--- config.mk ---
export PLATFORM = sky130hd
export DESIGN_NAME = pwrseq_ctrl
export DESIGN_NICKNAME = d
export VERILOG_FILES = /design/src/rtl/pwrseq_pkg.sv /design/src/rtl/pwrseq_timer.sv /design/src/rtl/pwrseq_cfg.sv /design/src/rtl/pwrseq_rail_gate.sv /design/src/rtl/pwrseq_ctrl.sv
export SDC_FILE = /design/constraint.sdc
export NUM_CORES = 1
export LEC_CHECK = 0
export ABC_AREA = 0
export CAP_MARGIN = 20
export CORE_MARGIN = 2
export CORE_UTILIZATION = 25
export CTS_BUF_LIST = sky130_fd_sc_hd__clkbuf_2
export DETAILED_ROUTE_END_ITERATION = 8
export GPL_TIMING_DRIVEN = 1
export PLACE_DENSITY = 0.49
export REMOVE_ABC_BUFFERS = 1
export SETUP_SLACK_MARGIN = 0.4
export SKIP_CTS_REPAIR_TIMING = 1
export SLEW_MARGIN = 40
export SYNTH_ARGS = -nofsm -noshare
export SYNTH_HDL_FRONTEND = slang
export SYNTH_SLANG_ARGS = --single-unit
--- constraint.sdc ---
create_clock -name clk_i -period 3.9 [get_ports clk_i]
set_input_delay 0.585 -clock clk_i [delete_from_list [all_inputs] [get_ports clk_i]]
set_output_delay 0.585 -clock clk_i [all_outputs]
set_load 0.05 [all_outputs]
--- src/rtl/pwrseq_pkg.sv ---
package pwrseq_pkg;

    typedef enum logic [1:0] {
        SEQ_OFF  = 2'd0,
        SEQ_UP   = 2'd1,
        SEQ_ON   = 2'd2,
        SEQ_DOWN = 2'd3
    } seq_state_e;

endpackage

--- src/rtl/pwrseq_timer.sv ---
module pwrseq_timer
    import pwrseq_pkg::*;
#(
    parameter int SLOT_W         = 3,
    parameter int TICKS_PER_SLOT = 128
) (
    input  logic              clk_i,
    input  logic              rst_ni,
    input  logic              clr_i,
    input  logic              hw_en_i,
    input  logic              therm_i,
    input  logic              tick_i,
    output seq_state_e        state_o,
    output logic [SLOT_W:0]   per_o,
    output logic              start_o
);

    localparam int SUB_W = $clog2(TICKS_PER_SLOT);
    localparam int PER_W = SLOT_W + 1;
    localparam logic [SUB_W-1:0] SUB_LAST = SUB_W'(TICKS_PER_SLOT - 1);
    localparam logic [PER_W-1:0] PER_LAST = PER_W'((2 ** SLOT_W) - 1);
    localparam logic [PER_W-1:0] PER_ONE  = PER_W'(1);

    typedef struct packed {
        seq_state_e       st;
        logic [SUB_W-1:0] sub;
        logic [PER_W-1:0] per;
    } tmr_t;

    localparam tmr_t TMR_RST = '{st: SEQ_OFF, sub: '0, per: '0};

    tmr_t tmr_d, tmr_q;
    logic wrap;

    assign wrap = tick_i && (tmr_q.sub == SUB_LAST);

    always_comb begin
        tmr_d   = tmr_q;
        start_o = 1'b0;
        if (therm_i) begin
            tmr_d = TMR_RST;
        end else begin
            unique case (tmr_q.st)
                SEQ_OFF: begin
                    if (hw_en_i) begin
                        tmr_d.st  = SEQ_UP;
                        tmr_d.sub = '0;
                        tmr_d.per = '0;
                        start_o   = 1'b1;
                    end
                end
                SEQ_UP: begin
                    if (!hw_en_i) begin
                        tmr_d.st  = SEQ_DOWN;
                        tmr_d.sub = '0;
                    end else if (tick_i) begin
                        tmr_d.sub = wrap ? '0 : tmr_q.sub + 1'b1;
                        if (wrap) begin
                            tmr_d.per = tmr_q.per + 1'b1;
                            if (tmr_q.per == PER_LAST) begin
                                tmr_d.st = SEQ_ON;
                            end
                        end
                    end
                end
                SEQ_ON: begin
                    if (!hw_en_i) begin
                        tmr_d.st  = SEQ_DOWN;
                        tmr_d.sub = '0;
                    end
                end
                SEQ_DOWN: begin
                    if (hw_en_i) begin
                        tmr_d.st  = SEQ_UP;
                        tmr_d.sub = '0;
                    end else if (tmr_q.per == '0) begin
                        tmr_d.st = SEQ_OFF;
                    end else if (tick_i) begin
                        tmr_d.sub = wrap ? '0 : tmr_q.sub + 1'b1;
                        if (wrap) begin
                            tmr_d.per = tmr_q.per - 1'b1;
                            if (tmr_q.per == PER_ONE) begin
                                tmr_d.st = SEQ_OFF;
                            end
                        end
                    end
                end
                default: tmr_d = TMR_RST;
            endcase
        end
    end

    always_ff @(posedge clk_i or negedge rst_ni) begin
        if (!rst_ni) begin
            tmr_q <= TMR_RST;
        end else if (clr_i) begin
            tmr_q <= TMR_RST;
        end else begin
            tmr_q <= tmr_d;
        end
    end

    assign state_o = tmr_q.st;
    assign per_o   = tmr_q.per;

endmodule

--- src/rtl/pwrseq_cfg.sv ---
module pwrseq_cfg #(
    parameter int NUM_RAILS = 6,
    parameter int SLOT_W    = 3,
    parameter logic [NUM_RAILS*SLOT_W-1:0] DEFAULT_CODES = 18'o654310
) (
    input  logic                                   clk_i,
    input  logic                                   rst_ni,
    input  logic                                   clr_i,
    input  logic                                   wr_en_i,
    input  logic [$clog2(NUM_RAILS+2)-1:0]         wr_addr_i,
    input  logic [NUM_RAILS-1:0]                   wr_data_i,
    input  logic                                   start_i,
    input  logic                                   on_i,
    input  logic                                   busy_i,
    output logic [NUM_RAILS-1:0][SLOT_W-1:0]       codes_o,
    output logic [NUM_RAILS-1:0]                   en_mask_o,
    output logic [NUM_RAILS-1:0]                   dis_reg_o
);

    localparam int ADDR_W = $clog2(NUM_RAILS + 2);
    localparam logic [ADDR_W-1:0] EN_ADDR  = ADDR_W'(NUM_RAILS);
    localparam logic [ADDR_W-1:0] DIS_ADDR = ADDR_W'(NUM_RAILS + 1);

    typedef struct packed {
        logic [NUM_RAILS-1:0][SLOT_W-1:0] codes;
        logic [NUM_RAILS-1:0]             en;
        logic [NUM_RAILS-1:0]             dis;
    } cfg_t;

    localparam cfg_t CFG_RST = '{codes: DEFAULT_CODES, en: '1, dis: '1};

    cfg_t cfg_d, cfg_q;

    always_comb begin
        cfg_d = cfg_q;
        if (start_i) begin
            cfg_d.en = '1;
        end
        if (wr_en_i) begin
            if (wr_addr_i == EN_ADDR) begin
                if (on_i) begin
                    cfg_d.en = wr_data_i;
                end
            end else if (wr_addr_i == DIS_ADDR) begin
                cfg_d.dis = wr_data_i;
            end else if (!busy_i) begin
                for (int r = 0; r < NUM_RAILS; r++) begin
                    if (wr_addr_i == ADDR_W'(r)) begin
                        cfg_d.codes[r] = wr_data_i[SLOT_W-1:0];
                    end
                end
            end
        end
    end

    always_ff @(posedge clk_i or negedge rst_ni) begin
        if (!rst_ni) begin
            cfg_q <= CFG_RST;
        end else if (clr_i) begin
            cfg_q <= CFG_RST;
        end else begin
            cfg_q <= cfg_d;
        end
    end

    assign codes_o   = cfg_q.codes;
    assign en_mask_o = cfg_q.en;
    assign dis_reg_o = cfg_q.dis;

endmodule

--- src/rtl/pwrseq_rail_gate.sv ---
module pwrseq_rail_gate #(
    parameter int NUM_RAILS = 6,
    parameter int SLOT_W    = 3
) (
    input  logic [SLOT_W:0]                   per_i,
    input  logic [NUM_RAILS-1:0][SLOT_W-1:0]  codes_i,
    input  logic [NUM_RAILS-1:0]              en_mask_i,
    input  logic [NUM_RAILS-1:0]              dis_reg_i,
    input  logic                              on_i,
    input  logic                              kill_i,
    output logic [NUM_RAILS-1:0]              rail_en_o,
    output logic [NUM_RAILS-1:0]              dis_o
);

    for (genvar r = 0; r < NUM_RAILS; r++) begin : g_rail
        logic slot_reached;
        assign slot_reached = per_i > {1'b0, codes_i[r]};
        assign rail_en_o[r] = !kill_i && en_mask_i[r] && slot_reached;
        assign dis_o[r]     = kill_i || !on_i || dis_reg_i[r];
    end

endmodule

--- src/rtl/pwrseq_ctrl.sv ---
module pwrseq_ctrl
    import pwrseq_pkg::*;
#(
    parameter int NUM_RAILS      = 6,
    parameter int SLOT_W         = 3,
    parameter int TICKS_PER_SLOT = 128,
    parameter logic [NUM_RAILS*SLOT_W-1:0] DEFAULT_CODES = 18'o654310
) (
    input  logic                              clk_i,
    input  logic                              rst_ni,
    input  logic                              uvlo_i,
    input  logic                              therm_i,
    input  logic                              hw_en_i,
    input  logic                              tick_i,
    input  logic                              wr_en_i,
    input  logic [$clog2(NUM_RAILS+2)-1:0]    wr_addr_i,
    input  logic [NUM_RAILS-1:0]              wr_data_i,
    output logic [NUM_RAILS-1:0]              rail_en_o,
    output logic [NUM_RAILS-1:0]              dis_o,
    output logic                              busy_o
);

    seq_state_e                        state;
    logic [SLOT_W:0]                   per;
    logic                              start;
    logic                              seq_on;
    logic [NUM_RAILS-1:0][SLOT_W-1:0]  codes;
    logic [NUM_RAILS-1:0]              en_mask;
    logic [NUM_RAILS-1:0]              dis_reg;

    assign seq_on = (state == SEQ_ON);
    assign busy_o = (state == SEQ_UP) || (state == SEQ_DOWN);

    pwrseq_timer #(
        .SLOT_W         (SLOT_W),
        .TICKS_PER_SLOT (TICKS_PER_SLOT)
    ) timer_i (
        .clk_i   (clk_i),
        .rst_ni  (rst_ni),
        .clr_i   (uvlo_i),
        .hw_en_i (hw_en_i),
        .therm_i (therm_i),
        .tick_i  (tick_i),
        .state_o (state),
        .per_o   (per),
        .start_o (start)
    );

    pwrseq_cfg #(
        .NUM_RAILS     (NUM_RAILS),
        .SLOT_W        (SLOT_W),
        .DEFAULT_CODES (DEFAULT_CODES)
    ) cfg_i (
        .clk_i     (clk_i),
        .rst_ni    (rst_ni),
        .clr_i     (uvlo_i),
        .wr_en_i   (wr_en_i),
        .wr_addr_i (wr_addr_i),
        .wr_data_i (wr_data_i),
        .start_i   (start),
        .on_i      (seq_on),
        .busy_i    (busy_o),
        .codes_o   (codes),
        .en_mask_o (en_mask),
        .dis_reg_o (dis_reg)
    );

    pwrseq_rail_gate #(
        .NUM_RAILS (NUM_RAILS),
        .SLOT_W    (SLOT_W)
    ) gate_i (
        .per_i     (per),
        .codes_i   (codes),
        .en_mask_i (en_mask),
        .dis_reg_i (dis_reg),
        .on_i      (seq_on),
        .kill_i    (uvlo_i),
        .rail_en_o (rail_en_o),
        .dis_o     (dis_o)
    );

endmodule

# Word-level counts from Yosys, hierarchy flattened
# Index checks and enable logic that the tools add are counted.
# word_totals
word_cells,138
latchBits,0
register_bits,43
mem_bits_ro,0
ram_bits,0
memories,0
# classes
bitwise,0
reduce_logical,45
div,0
eq_ne,33
order_cmp,6
mul,0
add_sub_neg,3
n_mux,40
n_shift,0
# op_table
operator,count
$mux W13,5
$mux W30,2
$mux W18,3
$pmux W9 S4,1
$reduce_and A5 Y1,7
$mux W6,5
$ne A4 B4 Y1 const B,7
$mux W9,3
$gt A4 B3 Y1,6
$mux W3,6
$mux W4,4
$reduce_bool A2 Y1,8
$ne A5 B5 Y1 const B,3
$logic_and A1 B1 Y1,13
$eq A3 B3 Y1 const B,4
$ne A6 B4 Y1 const B,2
$pmux W4 S3,1
$mux W11,1
$mux W2,5
$ne A5 B4 Y1 const B,2
$reduce_and A9 Y1,1
$logic_or A1 B1 Y1,8
$ne A4 B3 Y1 const B,2
$reduce_and A8 Y1,1
20 further kinds,27

# Longest topological paths before layout
# depth
word_depth,9
ltp_mapped,7
depth_no_buf,6

# Hierarchy
# From an unflattened synthesis, not the netlist that was laid out.
# hier_totals
hier_cells,331
area_unflattened_um2,3100.5
# by_module_without_submodules
module,area_per_inst_um2,cells_per_inst,instances,seq_area_each_um2
pwrseq_cfg,1398.8,129,1,775.7
pwrseq_timer,1128.6,126,1,325.3
pwrseq_rail_gate,563.0,74,1,0.0
pwrseq_ctrl,10.0,2,1,0.0

# Worst setup path before layout
# Ideal clock, no wire load.
# synth_timing
kind,reg-to-output
startpoint,"register cfg_i.cfg_q, in the netlist cfg_i.codes_o[16]"
endpoint,output port rail_en_o[5]
t_arrival_ns,1.884
path_slack_ns,1.431
stages_incl_launch_ff,7
t_required_ns,3.315
cell_sequence,dfstp_2 > inv_1 > ha_1 > nor2b_1 > o21a_1 > o21ai_0 > a21oi_1
# synth_via
elab_chain_cells,2
# synth_rtl
item,line_no,rtl
start: declaration,pwrseq_cfg.sv:32,"cfg_t cfg_d, cfg_q;"
start signal: assignment,pwrseq_cfg.sv:62,cfg_q <= cfg_d;
$gt A4 B3 Y1,pwrseq_rail_gate.sv:17,"assign slot_reached = per_i > {1'b0, codes_i[r]};"
$logic_and A1 B1 Y1,pwrseq_rail_gate.sv:18,assign rail_en_o[r] = !kill_i && en_mask_i[r] && slot_reached;
end: declaration,pwrseq_ctrl.sv:18,"output logic [NUM_RAILS-1:0] rail_en_o,"
# Every way passes these cells.

# Worst setup path in the final report
# layout_timing
startpoint,"register timer_i.tmr_q, in the netlist timer_i.state_o[0]"
endpoint,output port dis_o[2]
# layout_via
elab_chain_cells,4
# layout_rtl
item,line_no,rtl
start: declaration,pwrseq_timer.sv:32,"tmr_t tmr_d, tmr_q;"
start signal: assignment,pwrseq_timer.sv:99,tmr_q <= tmr_d;
$eq A2 B2 Y1,pwrseq_ctrl.sv:31,assign seq_on = (state == SEQ_ON);
$logic_not A1 Y1,pwrseq_rail_gate.sv:19,assign dis_o[r] = kill_i || !on_i || dis_reg_i[r];
$logic_or A1 B1 Y1 (2 in a row),pwrseq_rail_gate.sv:19,
end: declaration,pwrseq_ctrl.sv:19,"output logic [NUM_RAILS-1:0] dis_o,"
# Every way passes these cells.

==> reports/results.ini <==
[place]
place.gp.congestion=0.7708
portBuffers=28
hpwl_um=5346
place_ws_ns=0.8013

[worst_setup_path]
max_stage_delay_ns=0.71
path_max_fanout=7
critPathArrivalTime_ns=2.67
cp_top_family=buffers and inverters
crit_type=flip-flop to primary output
cp_common_cell=inv_1
worst_setup_path_end_kind=primary output
worst-path-buf-inv=3
worstPathCellList=inv_1 > ha_1 > inv_1 > or3_1 > clkdlybuf4s50_1
cp-start-kind=flip-flop
slowest_stage=clkdlybuf4s50_1
cp.required_ns=3.31

[timing]
tightest_slew_ns=0.6599
finClkSkew_ns=0.03179
max-slew-margin-rel_pct=56.01
setup_viol_count_final=0
fin_crit_ns=3.252
post-route-period-util_pct=83.38
setup_slack_ns=0.6483
rsz0062_at_grt=no
hold_slack_ns=0.09676
finalSetupTns_ns=0
slew_viol_final=0
final_hold_viol_count=0
fmax_mhz=307.5

[yosys]
yosys_warnings=0
synth_area_mm2=0.003027
ys_ff_latch=43
synth-edff-count=0
synth_cells=319
synth_largest_area_cell=dfrtp_1
synth.top_cell.area_share_pct=19.02
synthArstFlopShare_pct=100.0
synth_flop_cell=dfrtp_1
synth_area_per_cell_um2=9.488
synth_area_leaders=dfrtp_1 (19%), dfstp_2 (17%), ha_1 (12%)
yosysUniqueCellTypes=51
yosysSeqAreaShare_pct=36.38

[die]
dieHeight_um=114.0
top_level_ports=29
die_w_um=114.0
start_util_pct=25.41
rows=40
dieArea_mm2=0.01300
core_area_mm2=0.01191

[grt]
antenna_found_initial=0
track_usage_pct=12.16
grt_start_max_net_pins=44
grt_pass1_wl_um=12370
grt_overflow=0
grt_pass1_vias=2349

[route]
routed-via-count=2374
drtIter0Drc=119
via_per_inst=4.845
antenna_left=0
drc=0
dr.pass1.iters=4
wire_per_inst_um=15.26
routed_wl_um=7479

[clock_tree]
clock_sinks=43
cts_tree=yes
clock_latency_ns=0.44
cts-root-buf=clkbuf_2
cts_buffers=5
clkTransAtPathRegs_ns=0.27
h-tree-depth=2
clockBufferDepth=2

[outcome]
status=completed

[final_layout]
nNetsFinal=386
n_fill_cell=1284
drive_above_1_share_pct=13.99
syn2layout_area_growth_pct=15.05
final_util_pct=29.23
antenna_cells=0

[flow_run]
cap_violations=0

[power_and_ir_drop]
max-vdd-ir-drop_uv=108.9
power.total_mw=0.9084
leakagePower_nw=1.537
power.density_mw_per_mm2=260.9

[hold_path]
hold_path_class=input port to async pin

per-stage QoR:
step | instance area [um2] | std cells
3_3_place_gp | 3406 | 482
3_5_place_dp | 3408 | 482
5_1_grt | 3482 | 490
6_report | 3482 | 490
2_1_floorplan | 2954 | 306
4_1_cts | 3476 | 490
sequential cells by signal, summed over array words and instances, names as in the netlist:
name,flops
timer_i.per_o,4
timer_i.state_o,2
cfg_i.dis_reg_o,6
cfg_i.codes_o,18
timer_i.tmr_q,7
cfg_i.en_mask_o,6
worst register-to-register path, delay by kind of cell, from the launching register on:
| kind | cells | cell delay (ns) |
|---|---|---|
| buf+inv | 1 | 0.38 |
| compound gates | 2 | 0.69 |
| fa+ha+maj | 1 | 0.22 |
| flops | 1 | 0.51 |
| simple gates | 2 | 0.60 |
report_power, final:
group          switching (mW)  total (mW)  internal (mW)
clock                   0.162       0.271          0.109
sequential             0.0109       0.471          0.460
combinational           0.100       0.167         0.0664
synth_stat cells, drive strengths merged, types with 8 or more instances:
cell type,n
a21oi,15
dfstp,20
inv,22
nand2b,21
a211o,19
dfrtp,23
nand3,9
mux2i,19
nand2,13
nor2,37
o21ai,12
buf,8
ha,28
area by class of cell:
class | instances | area, um2 | share of cell area (%)
Clock buffer | 5 | 25.02 | 0.7186
Inverter | 22 | 82.58 | 2.372
Timing Repair Buffer | 29 | 270.3 | 7.761
Tap cell | 147 | 183.9 | 5.282
Clock inverter | 3 | 42.54 | 1.222
Sequential cell | 43 | 1101 | 31.62
Multi-Input combinational cell | 241 | 1777 | 51.02
placed cells by master, fill, tap and decap left out, types with 3 or more instances in the layout:
cell and instances:
ha_1 28, nor2_1 37, clkbuf_2 5, a211o_1 17
o21a_1 6, nor2b_1 7, a311oi_1 3, and2_1 3
inv_1 22, nand3_1 9, nand2_1 13, buf_4 8
dfstp_2 20, dfrtp_1 23, nand2b_1 21, clkdlybuf4s50_1 21
or3_1 7, a21oi_1 15, a22o_1 5, nand4_1 5
mux2i_1 19, o21ai_0 12
logic make-up after synthesis:
family / synth area share [%]
XOR/XNOR: 0.5789
buffers and inverters: 5.126
flip-flops: 36.38
adder cells (fa/ha/maj): 11.58
AND/OR/NAND/NOR: 21.08
multiplexers: 6.656
AO/OA/AOI/OAI: 18.60
worst paths after layout:
path	from	end	slack (ns)	depth (start not counted)
max	timer_i.state_o[0]	dis_o[2]	0.65	5
min reg2reg	cfg_i.codes_o[5]	cfg_i.codes_o[5]	0.57	2
max in group asynchronous	rst_ni	cfg_i.dis_reg_o[5]	3.37	1
min in group clk_i	cfg_i.codes_o[5]	cfg_i.codes_o[5]	0.57	2
max reg2reg	timer_i.per_o[0]	timer_i.tmr_q[7]	1.45	6
min	rst_ni	cfg_i.codes_o[8]	0.1	1
layer usage:
metal	wire, um	track usage [%]	share of wire, %
met5	0	0	0
met4	80	2.927	1.1
met3	167	1.860	2.2
met2	3547	20.60	47
met1	3683	16.33	49
(Power assumes the default switching activity.)
